`src/rtl/lmd_pkg.sv`:
```
package lmd_pkg;

   typedef enum logic [1:0] {
      ATTR_BUS_A  = 2'd0,
      ATTR_RDONLY = 2'd1,
      ATTR_BUS_B  = 2'd2,
      ATTR_RDWR   = 2'd3
   } attr_e;

   typedef struct packed {
      logic dram;
      logic pci;
      logic blocked;
   } route_t;

   function automatic route_t attr_to_route(input logic [1:0] attr, input logic is_wr);
      route_t r;
      r = '0;
      case (attr_e'(attr))
         ATTR_RDWR:   r.dram = 1'b1;
         ATTR_RDONLY: begin
            r.dram    = ~is_wr;
            r.blocked = is_wr;
         end
         default:     r.pci = 1'b1;
      endcase
      return r;
   endfunction

   function automatic route_t plain_route(input logic to_dram);
      route_t r;
      r.dram    = to_dram;
      r.pci     = ~to_dram;
      r.blocked = 1'b0;
      return r;
   endfunction

endpackage

```
`src/rtl/lmd_cfg_regs.sv`:
```
module lmd_cfg_regs #(
   parameter int CFG_AW       = 8,
   parameter int CFG_DW       = 8,
   parameter int NUM_REGIONS  = 12,
   parameter int ATTR_W       = 2,
   parameter int NIBBLE_W     = 4,
   parameter int HI_OFS       = 'h59,
   parameter int HI_LSB       = 4,
   parameter int EXP_OFS      = 'h5A,
   parameter int WIN_OFS      = 'h72,
   parameter logic [CFG_DW-1:0] WIN_RST = 8'h02,
   parameter int WIN_OPEN_BIT = 6,
   parameter int WIN_SMM_BIT  = 3
) (
   input  logic                               clk,
   input  logic                               rst_n,
   input  logic                               we,
   input  logic [CFG_AW-1:0]                  addr,
   input  logic [CFG_DW-1:0]                  wdata,
   output logic [ATTR_W-1:0]                  hi_attr,
   output logic [NUM_REGIONS-1:0][ATTR_W-1:0] exp_attr,
   output logic                               win_open_en,
   output logic                               win_smm_en
);

   localparam logic [CFG_AW-1:0] HI_A  = CFG_AW'(HI_OFS);
   localparam logic [CFG_AW-1:0] WIN_A = CFG_AW'(WIN_OFS);

   logic unused_wdata;
   assign unused_wdata = ^wdata;

   always_ff @(posedge clk or negedge rst_n) begin
      if (!rst_n)
         hi_attr <= '0;
      else if (we && addr == HI_A)
         hi_attr <= wdata[HI_LSB +: ATTR_W];
   end

   for (genvar i = 0; i < NUM_REGIONS; i++) begin : g_exp
      localparam logic [CFG_AW-1:0] BYTE_A = CFG_AW'(EXP_OFS + i / 2);
      localparam int                LSB    = (i % 2) * NIBBLE_W;
      always_ff @(posedge clk or negedge rst_n) begin
         if (!rst_n)
            exp_attr[i] <= '0;
         else if (we && addr == BYTE_A)
            exp_attr[i] <= wdata[LSB +: ATTR_W];
      end
   end

   always_ff @(posedge clk or negedge rst_n) begin
      if (!rst_n) begin
         win_open_en <= WIN_RST[WIN_OPEN_BIT];
         win_smm_en  <= WIN_RST[WIN_SMM_BIT];
      end else if (we && addr == WIN_A) begin
         win_open_en <= wdata[WIN_OPEN_BIT];
         win_smm_en  <= wdata[WIN_SMM_BIT];
      end
   end

endmodule

```
`src/rtl/lmd_attr_lookup.sv`:
```
module lmd_attr_lookup #(
   parameter int ADDR_W      = 20,
   parameter int NUM_REGIONS = 12,
   parameter int REGION_LOG2 = 14,
   parameter int ATTR_W      = 2,
   parameter logic [ADDR_W-1:0] EXP_BASE = 20'hC0000,
   parameter logic [ADDR_W-1:0] HI_BASE  = 20'hF0000
) (
   input  logic [ADDR_W-1:0]                  addr,
   input  logic [ATTR_W-1:0]                  hi_attr,
   input  logic [NUM_REGIONS-1:0][ATTR_W-1:0] exp_attr,
   output logic                               hit,
   output logic [ATTR_W-1:0]                  attr
);

   localparam int IDX_W = (NUM_REGIONS > 1) ? $clog2(NUM_REGIONS) : 1;
   localparam logic [ADDR_W-1:0] EXP_SPAN = ADDR_W'(NUM_REGIONS) << REGION_LOG2;
   localparam logic [ADDR_W-1:0] EXP_END  = EXP_BASE + EXP_SPAN;

   logic [ADDR_W-1:0]      off;
   logic [IDX_W-1:0]       idx;
   logic                   in_exp, in_hi;
   logic [NUM_REGIONS-1:0] sel;
   logic [ATTR_W-1:0]      exp_sel;
   logic                   unused_off;

   assign off        = addr - EXP_BASE;
   assign idx        = off[REGION_LOG2 +: IDX_W];
   assign unused_off = ^off;
   assign in_exp     = (addr >= EXP_BASE) && (addr < EXP_END);
   assign in_hi      = (addr >= HI_BASE);

   for (genvar i = 0; i < NUM_REGIONS; i++) begin : g_sel
      assign sel[i] = in_exp && (idx == IDX_W'(i));
   end

   always_comb begin
      exp_sel = '0;
      for (int i = 0; i < NUM_REGIONS; i++)
         if (sel[i]) exp_sel = exp_sel | exp_attr[i];
   end

   assign hit  = in_hi | in_exp;
   assign attr = in_hi ? hi_attr : exp_sel;

endmodule

```
`src/rtl/lmd_win_ctrl.sv`:
```
module lmd_win_ctrl #(
   parameter int ADDR_W   = 20,
   parameter int WIN_LOG2 = 17,
   parameter logic [ADDR_W-1:0] WIN_BASE = 20'hA0000
) (
   input  logic [ADDR_W-1:0] addr,
   input  logic              smm_active,
   input  logic              open_en,
   input  logic              smm_en,
   output logic              hit,
   output logic              to_dram
);

   assign hit     = (addr[ADDR_W-1:WIN_LOG2] == WIN_BASE[ADDR_W-1:WIN_LOG2]);
   assign to_dram = open_en | (smm_active & smm_en);

endmodule

```
`src/rtl/legacy_mem_decode.sv`:
```
module legacy_mem_decode
   import lmd_pkg::*;
#(
   parameter int ADDR_W       = 20,
   parameter int CFG_AW       = 8,
   parameter int CFG_DW       = 8,
   parameter int NUM_REGIONS  = 12,
   parameter int REGION_LOG2  = 14,
   parameter int ATTR_W       = 2,
   parameter int NIBBLE_W     = 4,
   parameter logic [ADDR_W-1:0] EXP_BASE = 20'hC0000,
   parameter logic [ADDR_W-1:0] HI_BASE  = 20'hF0000,
   parameter logic [ADDR_W-1:0] WIN_BASE = 20'hA0000,
   parameter int WIN_LOG2     = 17,
   parameter int HI_OFS       = 'h59,
   parameter int HI_LSB       = 4,
   parameter int EXP_OFS      = 'h5A,
   parameter int WIN_OFS      = 'h72,
   parameter logic [CFG_DW-1:0] WIN_RST = 8'h02,
   parameter int WIN_OPEN_BIT = 6,
   parameter int WIN_SMM_BIT  = 3
) (
   input  logic              clk,
   input  logic              rst_n,
   input  logic              cfg_we,
   input  logic [CFG_AW-1:0] cfg_addr,
   input  logic [CFG_DW-1:0] cfg_wdata,
   input  logic              smm_active,
   input  logic [ADDR_W-1:0] acc_addr,
   input  logic              acc_write,
   output logic              route_dram,
   output logic              route_pci,
   output logic              write_blocked
);

   localparam int NUM_EXP_REGS = (NUM_REGIONS + 1) / 2;

   initial begin : p_param_chk
      chk_even_regions: assert (NUM_REGIONS % 2 == 0)
         else $error("NUM_REGIONS must be even");
      chk_attr_fits: assert (ATTR_W <= NIBBLE_W && HI_LSB + ATTR_W <= CFG_DW)
         else $error("attribute field does not fit");
      chk_bits: assert (WIN_OPEN_BIT < CFG_DW && WIN_SMM_BIT < CFG_DW)
         else $error("window control bit out of range");
      chk_exp_span: assert (EXP_BASE + (NUM_REGIONS << REGION_LOG2) <= HI_BASE)
         else $error("expansion regions overlap firmware region");
      chk_win: assert (WIN_BASE + (1 << WIN_LOG2) <= EXP_BASE)
         else $error("window overlaps expansion regions");
      chk_regs: assert (EXP_OFS + NUM_EXP_REGS <= (1 << CFG_AW))
         else $error("register block exceeds config space");
   end

   logic [ATTR_W-1:0]                  hi_attr;
   logic [NUM_REGIONS-1:0][ATTR_W-1:0] exp_attr;
   logic                               win_open_en, win_smm_en;
   logic                               attr_hit, win_hit, win_dram;
   logic [ATTR_W-1:0]                  attr;
   route_t                             route;

   lmd_cfg_regs #(
      .CFG_AW(CFG_AW), .CFG_DW(CFG_DW), .NUM_REGIONS(NUM_REGIONS),
      .ATTR_W(ATTR_W), .NIBBLE_W(NIBBLE_W), .HI_OFS(HI_OFS), .HI_LSB(HI_LSB),
      .EXP_OFS(EXP_OFS), .WIN_OFS(WIN_OFS), .WIN_RST(WIN_RST),
      .WIN_OPEN_BIT(WIN_OPEN_BIT), .WIN_SMM_BIT(WIN_SMM_BIT)
   ) u_regs (
      .clk(clk), .rst_n(rst_n), .we(cfg_we), .addr(cfg_addr), .wdata(cfg_wdata),
      .hi_attr(hi_attr), .exp_attr(exp_attr),
      .win_open_en(win_open_en), .win_smm_en(win_smm_en)
   );

   lmd_attr_lookup #(
      .ADDR_W(ADDR_W), .NUM_REGIONS(NUM_REGIONS), .REGION_LOG2(REGION_LOG2),
      .ATTR_W(ATTR_W), .EXP_BASE(EXP_BASE), .HI_BASE(HI_BASE)
   ) u_lookup (
      .addr(acc_addr), .hi_attr(hi_attr), .exp_attr(exp_attr),
      .hit(attr_hit), .attr(attr)
   );

   lmd_win_ctrl #(
      .ADDR_W(ADDR_W), .WIN_LOG2(WIN_LOG2), .WIN_BASE(WIN_BASE)
   ) u_win (
      .addr(acc_addr), .smm_active(smm_active),
      .open_en(win_open_en), .smm_en(win_smm_en),
      .hit(win_hit), .to_dram(win_dram)
   );

   always_comb begin
      if (win_hit)
         route = plain_route(win_dram);
      else if (attr_hit)
         route = attr_to_route(attr, acc_write);
      else
         route = plain_route(1'b1);
   end

   assign route_dram    = route.dram;
   assign route_pci     = route.pci;
   assign write_blocked = route.blocked;

endmodule

```
`config.mk`:
```
export PLATFORM = sky130hd
export DESIGN_NAME = legacy_mem_decode
export DESIGN_NICKNAME = d
export VERILOG_FILES = /design/src/rtl/lmd_pkg.sv /design/src/rtl/lmd_cfg_regs.sv /design/src/rtl/lmd_attr_lookup.sv /design/src/rtl/lmd_win_ctrl.sv /design/src/rtl/legacy_mem_decode.sv
export SDC_FILE = /design/constraint.sdc
export NUM_CORES = 1
export LEC_CHECK = 0
export BUFFER_PORTS_ARGS = -buffer_cell sky130_fd_sc_hd__buf_2
export CORE_MARGIN = 2
export CORE_UTILIZATION = 25
export CTS_CLUSTER_SIZE = 40
export DETAILED_ROUTE_END_ITERATION = 10
export SYNTH_ARGS = -nofsm -noshare
export SYNTH_HDL_FRONTEND = slang
export SYNTH_SLANG_ARGS = --single-unit
```
`constraint.sdc`:
```
create_clock -name clk -period 2.3 [get_ports clk]
set_clock_uncertainty 0.15 [all_clocks]
set_input_delay 0.115 -clock clk [delete_from_list [all_inputs] [get_ports clk]]
set_output_delay 0.115 -clock clk [all_outputs]
set_load 0.02 [all_outputs]
```
After elaboration in Yosys (flattened, before gate mapping)
Index checks and enable logic that the tools add are counted.
- bitwise operators: 16
- add/subtract/negate cells: 1
- $mul: 0
- shift-type cells: 0
- equality and inequality tests: 22
- multiplexer cells: 18
- magnitude comparators: 3
- div/mod/pow operators: 0
- reductions and logical operators: 23
- operator list (operator ; count):
    8-bit by 7-bit equality test with 1-bit output, second input constant ; 8
    20-bit >= comparator, second input constant ; 2
    2-bit 2-to-1 mux ; 13
    2-bit OR ; 11
    1-bit logical AND ; 21
    20-bit < comparator, second input constant ; 1
    18-bit by 1-bit subtractor with 18-bit output, second input constant ; 1
    4-bit by 3-bit equality test with 1-bit output, second input constant ; 4
    4-bit equality test, second input constant ; 4
    4-bit by 2-bit equality test with 1-bit output, second input constant ; 2
    3-bit 2-to-1 mux ; 2
    4-bit by 1-bit equality test with 1-bit output, second input constant ; 1
    4-bit zero test ; 1
    3-bit equality test, second input constant ; 1
    2-bit by 1-bit equality test with 1-bit output, second input constant ; 1
    2-bit equality test, second input constant ; 1
    1-bit 2-to-1 mux ; 2
    1-bit inverter ; 2
    1-bit OR ; 2
    1-bit case mux with 2 select lines ; 1
    2-bit OR reduction ; 1
    1-bit AND ; 1
- output and inout bits: 3
- memories: 0
- word-level logic and storage cells: 98
- register bits: 28
- input bits: 41
- memory bits (writable): 0
- bits in latches: 0
- bits in read-only memories: 0

Logic depth before layout (Yosys ltp)
- word-level depth: 32
- depth in mapped cells: 7
- mapped depth without buffers: 5

By module
From an unflattened synthesis, not the netlist that was laid out.
- cell total of the unflattened synthesis: 126
- area, all modules: 1515.2 sq um
- by module, submodules not included (module ; instances ; cells each ; sequential area each (sq um) ; area an instance (sq um)):
    lmd_cfg_regs ; 1 ; 74 ; 700.7 ; 1148.6
    lmd_attr_lookup ; 1 ; 42 ; 0.0 ; 297.8
    legacy_mem_decode ; 1 ; 8 ; 0.0 ; 52.6
    lmd_win_ctrl ; 1 ; 2 ; 0.0 ; 16.3

Worst setup path before layout
No wires, ideal clock.
- path type: register to output
- start point: reg u_regs.exp_attr[8] (netlist name)
- end point: out route_dram
- data required time: 2.035 ns
- slack: 0.541 ns
- stages on the path, launching flop included: 6
- data arrival time: 1.494 ns
- buffers on the path: 0
- cells stage by stage: dfrtp_1 -> or3b_1 -> a31oi_1 -> o211ai_1 -> and3b_4 -> nor2b_1
- word-level cells in the longest chain between the ends: 21
- ends and longest elaborated chain (item ; line ; source):
    start, declared ; lmd_cfg_regs.sv:21 ; output logic [NUM_REGIONS-1:0][ATTR_W-1:0] exp_attr,
    start signal, assigned by index ; lmd_cfg_regs.sv:46 ; exp_attr[i] <= wdata[LSB +: ATTR_W];
    2-bit OR * ; lmd_attr_lookup.sv:40 ; if (sel[i]) exp_sel = exp_sel | exp_attr[i];
    2-bit 2-to-1 mux * ; lmd_attr_lookup.sv:40 ;
    2-bit OR ; lmd_attr_lookup.sv:40 ;
    2-bit 2-to-1 mux * ; lmd_attr_lookup.sv:40 ;
    2-bit OR ; lmd_attr_lookup.sv:40 ;
    2-bit 2-to-1 mux * ; lmd_attr_lookup.sv:40 ;
    2-bit OR ; lmd_attr_lookup.sv:40 ;
    2-bit 2-to-1 mux * ; lmd_attr_lookup.sv:40 ;
    [5 not listed] ; n/a ;
    2-bit 2-to-1 mux * ; lmd_attr_lookup.sv:40 ;
    2-bit OR ; lmd_attr_lookup.sv:40 ;
    2-bit 2-to-1 mux * ; lmd_attr_lookup.sv:40 ;
    2-bit 2-to-1 mux * ; lmd_attr_lookup.sv:44 ; assign attr = in_hi ? hi_attr : exp_sel;
    2-bit by 1-bit equality test with 1-bit output or 2-bit equality test (tied branches) ; lmd_pkg.sv:19 ; case (attr_e'(attr))
    1-bit case mux with 2 select lines * ; lmd_pkg.sv:19 ;
    3-bit 2-to-1 mux * ; legacy_mem_decode.sv:90 ; else if (attr_hit)
    3-bit 2-to-1 mux * ; legacy_mem_decode.sv:88 ; if (win_hit)
    end, declared ; legacy_mem_decode.sv:31 ; output logic route_dram,
Every way passes the cells marked *; elsewhere a longest branch is shown, timed or not.

Worst setup path in the final report
- start point: reg u_regs.exp_attr[11] (netlist name)
- end point: out route_dram
- word-level cells in the longest chain between the ends: 19
- ends and longest elaborated chain (item ; line):
    2-bit OR * ; lmd_attr_lookup.sv:40
    2-bit 2-to-1 mux * ; lmd_attr_lookup.sv:40
    2-bit OR ; lmd_attr_lookup.sv:40
    2-bit 2-to-1 mux * ; lmd_attr_lookup.sv:40
    2-bit OR ; lmd_attr_lookup.sv:40
    2-bit 2-to-1 mux * ; lmd_attr_lookup.sv:40
    2-bit OR ; lmd_attr_lookup.sv:40
    2-bit 2-to-1 mux * ; lmd_attr_lookup.sv:40
    [3 not listed] ; n/a
    2-bit 2-to-1 mux * ; lmd_attr_lookup.sv:40
    2-bit OR ; lmd_attr_lookup.sv:40
    2-bit 2-to-1 mux * ; lmd_attr_lookup.sv:40
    2-bit 2-to-1 mux * ; lmd_attr_lookup.sv:44
    2-bit by 1-bit equality test with 1-bit output or 2-bit equality test (tied branches) ; lmd_pkg.sv:19
    1-bit case mux with 2 select lines * ; lmd_pkg.sv:19
    3-bit 2-to-1 mux * ; legacy_mem_decode.sv:90
    3-bit 2-to-1 mux * ; legacy_mem_decode.sv:88
Marked as above.

==> results.toml <==
[outcome]
status = "finished clean"

[layout]
final_cells = 226
fin_area_um2 = 1810
nets = 193
fin_util_pct = 30.8
area_growth_pct = 19.5
drive_above_1_share_pct = 26.5
antenna_cells = 0

[clock_tree]
post-cts-setup-buffers = 0
clk_pin_slew_ns = 0.09
cts_buffers = 3
cts_tree = "done"
insertion_delay_ns = 0.27
cts_max_path_buffers = 2
cts.sinks = 28
cts_resized = 0
root_buffer = "clkbuf_8"
htree_num_levels = 1

[detailed_routing]
drc = 0
ant_nets = 0
drt_first_pass_iters = 4
vias = 1088
vias_per_cell = 4.81
wl_per_cell_um = 13.9
totalWireLength_um = 3150
drt_iter0_markers = 71

[setup_path]
path_class = "reg -> out"
endpoint_kind = "output pin"
cp-start-kind = "flop"
cp_max_fo = 2
worstPathArrival_ns = 1.80
cp.required_ns = 2.04

[global_route]
grt_max_degree = 29
grt.overflow.total = 0
grt_pass1_vias = 1083
grt_pass1_wl_um = 5390
antenna_found_initial = 0
grt_use_total_pct = 10.5

[floorplanning]
fp.coreArea_um2 = 5890
die_w_um = 81.9
initial_core_util_pct = 25.8
die_area_um2 = 6710
die_height_um = 81.9
row_count = 28
pin_count = 44

[timing]
max_slew_margin_pct = 58.0
fin_hold_ws_ns = 0.00842
setup-tns-final_ns = 0
slew_viol_final = 0
fmax_mhz = 483
final_hold_viol_count = 0
layout_setup_ws_ns = 0.231
rsz0062_at_grt = "no"
period_needed_ns = 2.07
setup_violations = 0
tightest_slew_ns = 0.630
min_period_over_period_pct = 90.0

[pwr]
finalPower_uw = 950
seqPwrFrac_pct = 55.4
power.density_nw_per_um2 = 524
p_clk_share_pct = 31.1
power_frac_comb_pct = 13.4
p_leak_nw = 0.860
internal-power_uw = 728
swShare_pct = 23.4
ir_drop_v = 0.000290
p_switching_uw = 222

[synth]
synth_top_area_share_pct = 46.2
synth_nets = 161
yosysTopAreaCell = "dfrtp_1"
synthCells = 120
synth_area_um2 = 1520
ys_seq_area_share_pct = 46.2
ys_types = 42
ys_top_cells_by_area = "dfrtp_1 (46%), mux2_1 (22%), mux2i_1 (2.0%), nand4b_1 (1.7%), buf_6 (1.5%)"
syn_avg_cell_area_um2 = 12.6
yosys_warnings = 0
ys_ff_latch = 28

[place]
place_hpwl_um = 2390
placed_area_um2 = 1710
io_buffers = 27
place.gp.congestion = 0.721
dp_slack_ns = 0.374
dp_cells = 217

[flow_run]
cap_viol_max_count = 0

[worst_hold_path]
hp-class = "in -> reg"
[cell usage after synthesis (all sizes together)]
library cell / count
nand3b: 4
o21a: 1
clkbuf: 2
or3b: 1
nand2: 6
a221oi: 1
mux2i: 3
o311a: 1
nor4b: 2
inv: 3
a41oi: 1
nand4b: 3
and4bb: 1
nor3b: 2
and3b: 2
nand2b: 1
and2: 1
buf: 3
nor2: 1
o211ai: 3
nor3: 1
o22ai: 1
nor2b: 2
nand4: 3
dfrtp: 28
a31oi: 2
a21oi: 1
mux2: 30
or2: 1
o2111ai: 1
mux4: 1
o21ai: 1
nand3: 3
a211oi: 2
o32a: 1
[per-layer routing]
metal  wire length (um)  track usage [%]
met1               1470             14.9
met2               1530             16.7
met3                141             1.98
met4                 10             2.00
met5                  0                0
[power groups by stage]
stage                     clock [mW]  sequential [mW]  combinational, mW
final                          0.296            0.527              0.128
after global routing           0.330            0.530              0.144
after CTS                      0.310            0.527              0.130
after detailed placement           0            0.537              0.122
after global placement             0            0.536              0.121
after floorplan                    0            0.533             0.0715
[worst max-delay path: stages (launching register included)]
cell and delay, ns:
dfrtp_1 0.36, inv_1 0.04, o311a_1 0.31, a221oi_1 0.30, o32a_1 0.22, nor2b_1 0.13
buf_2 0.16
[layout make-up]
| cell class | count | area [um2] |
|---|---|---|
| tap | 75 | 93.8 |
| inverter | 3 | 11.3 |
| sequential | 28 | 701 |
| clock buffer | 4 | 55.1 |
| timing repair buffer | 32 | 185 |
| fill | 623 | 4070 |
| multi-input combinational | 84 | 766 |
[layout by cell type (no fill, tap or decap), types with 2 or more instances in the layout]
cell type      instances
o211ai_1               3
a211oi_1               2
nand4b_1               3
nand3b_1               3
clkbuf_8               4
nor2b_1                2
nand2_1                6
buf_2                 27
dlygate4sd3_1          5
mux2i_1                3
dfrtp_1               28
nor3b_1                2
nand3_1                3
a31oi_1                2
nand4_1                3
mux2_1                29
inv_2                  2
[kinds of logic (layout without fill, tap and decap cells)]
logic type | count (synthesis) | count (layout) | share of synthesized area (%)
buffers and inverters | 8 | 39 | 3.30
AO/OA/AOI/OAI | 16 | 16 | 7.92
AND/OR/NAND/NOR | 34 | 34 | 16.6
flip-flops | 28 | 28 | 46.2
multiplexers | 34 | 34 | 26.0
[state kept, by name (all words and copies together) (netlist names)]
name                count
u_regs.win_smm_en       1
u_regs.exp_attr        24
u_regs.hi_attr          2
u_regs.win_open_en      1
[path summary, 6_finish.rpt]
kind                                startpoint             endpoint  slack (ns)  depth (start not counted)
max                        u_regs.exp_attr[11]           route_dram        0.23                          6
min                               cfg_wdata[4]  u_regs.exp_attr[14]       0.008                          2
max reg2reg                 u_regs.exp_attr[7]   u_regs.exp_attr[7]        1.32                          1
min reg2reg                u_regs.exp_attr[19]  u_regs.exp_attr[19]        0.34                          1
max in group asynchronous                rst_n  u_regs.exp_attr[18]        1.34                          2
min in group asynchronous                rst_n   u_regs.exp_attr[5]        0.25                          2
[repair_timing]
action                                  4_1_cts  5_1_grt
endpoints found under the setup margin        0        0
hold endpoints to repair                     39        0
hold buffers                                  5        0
Power figures use the tool's default switching activity.
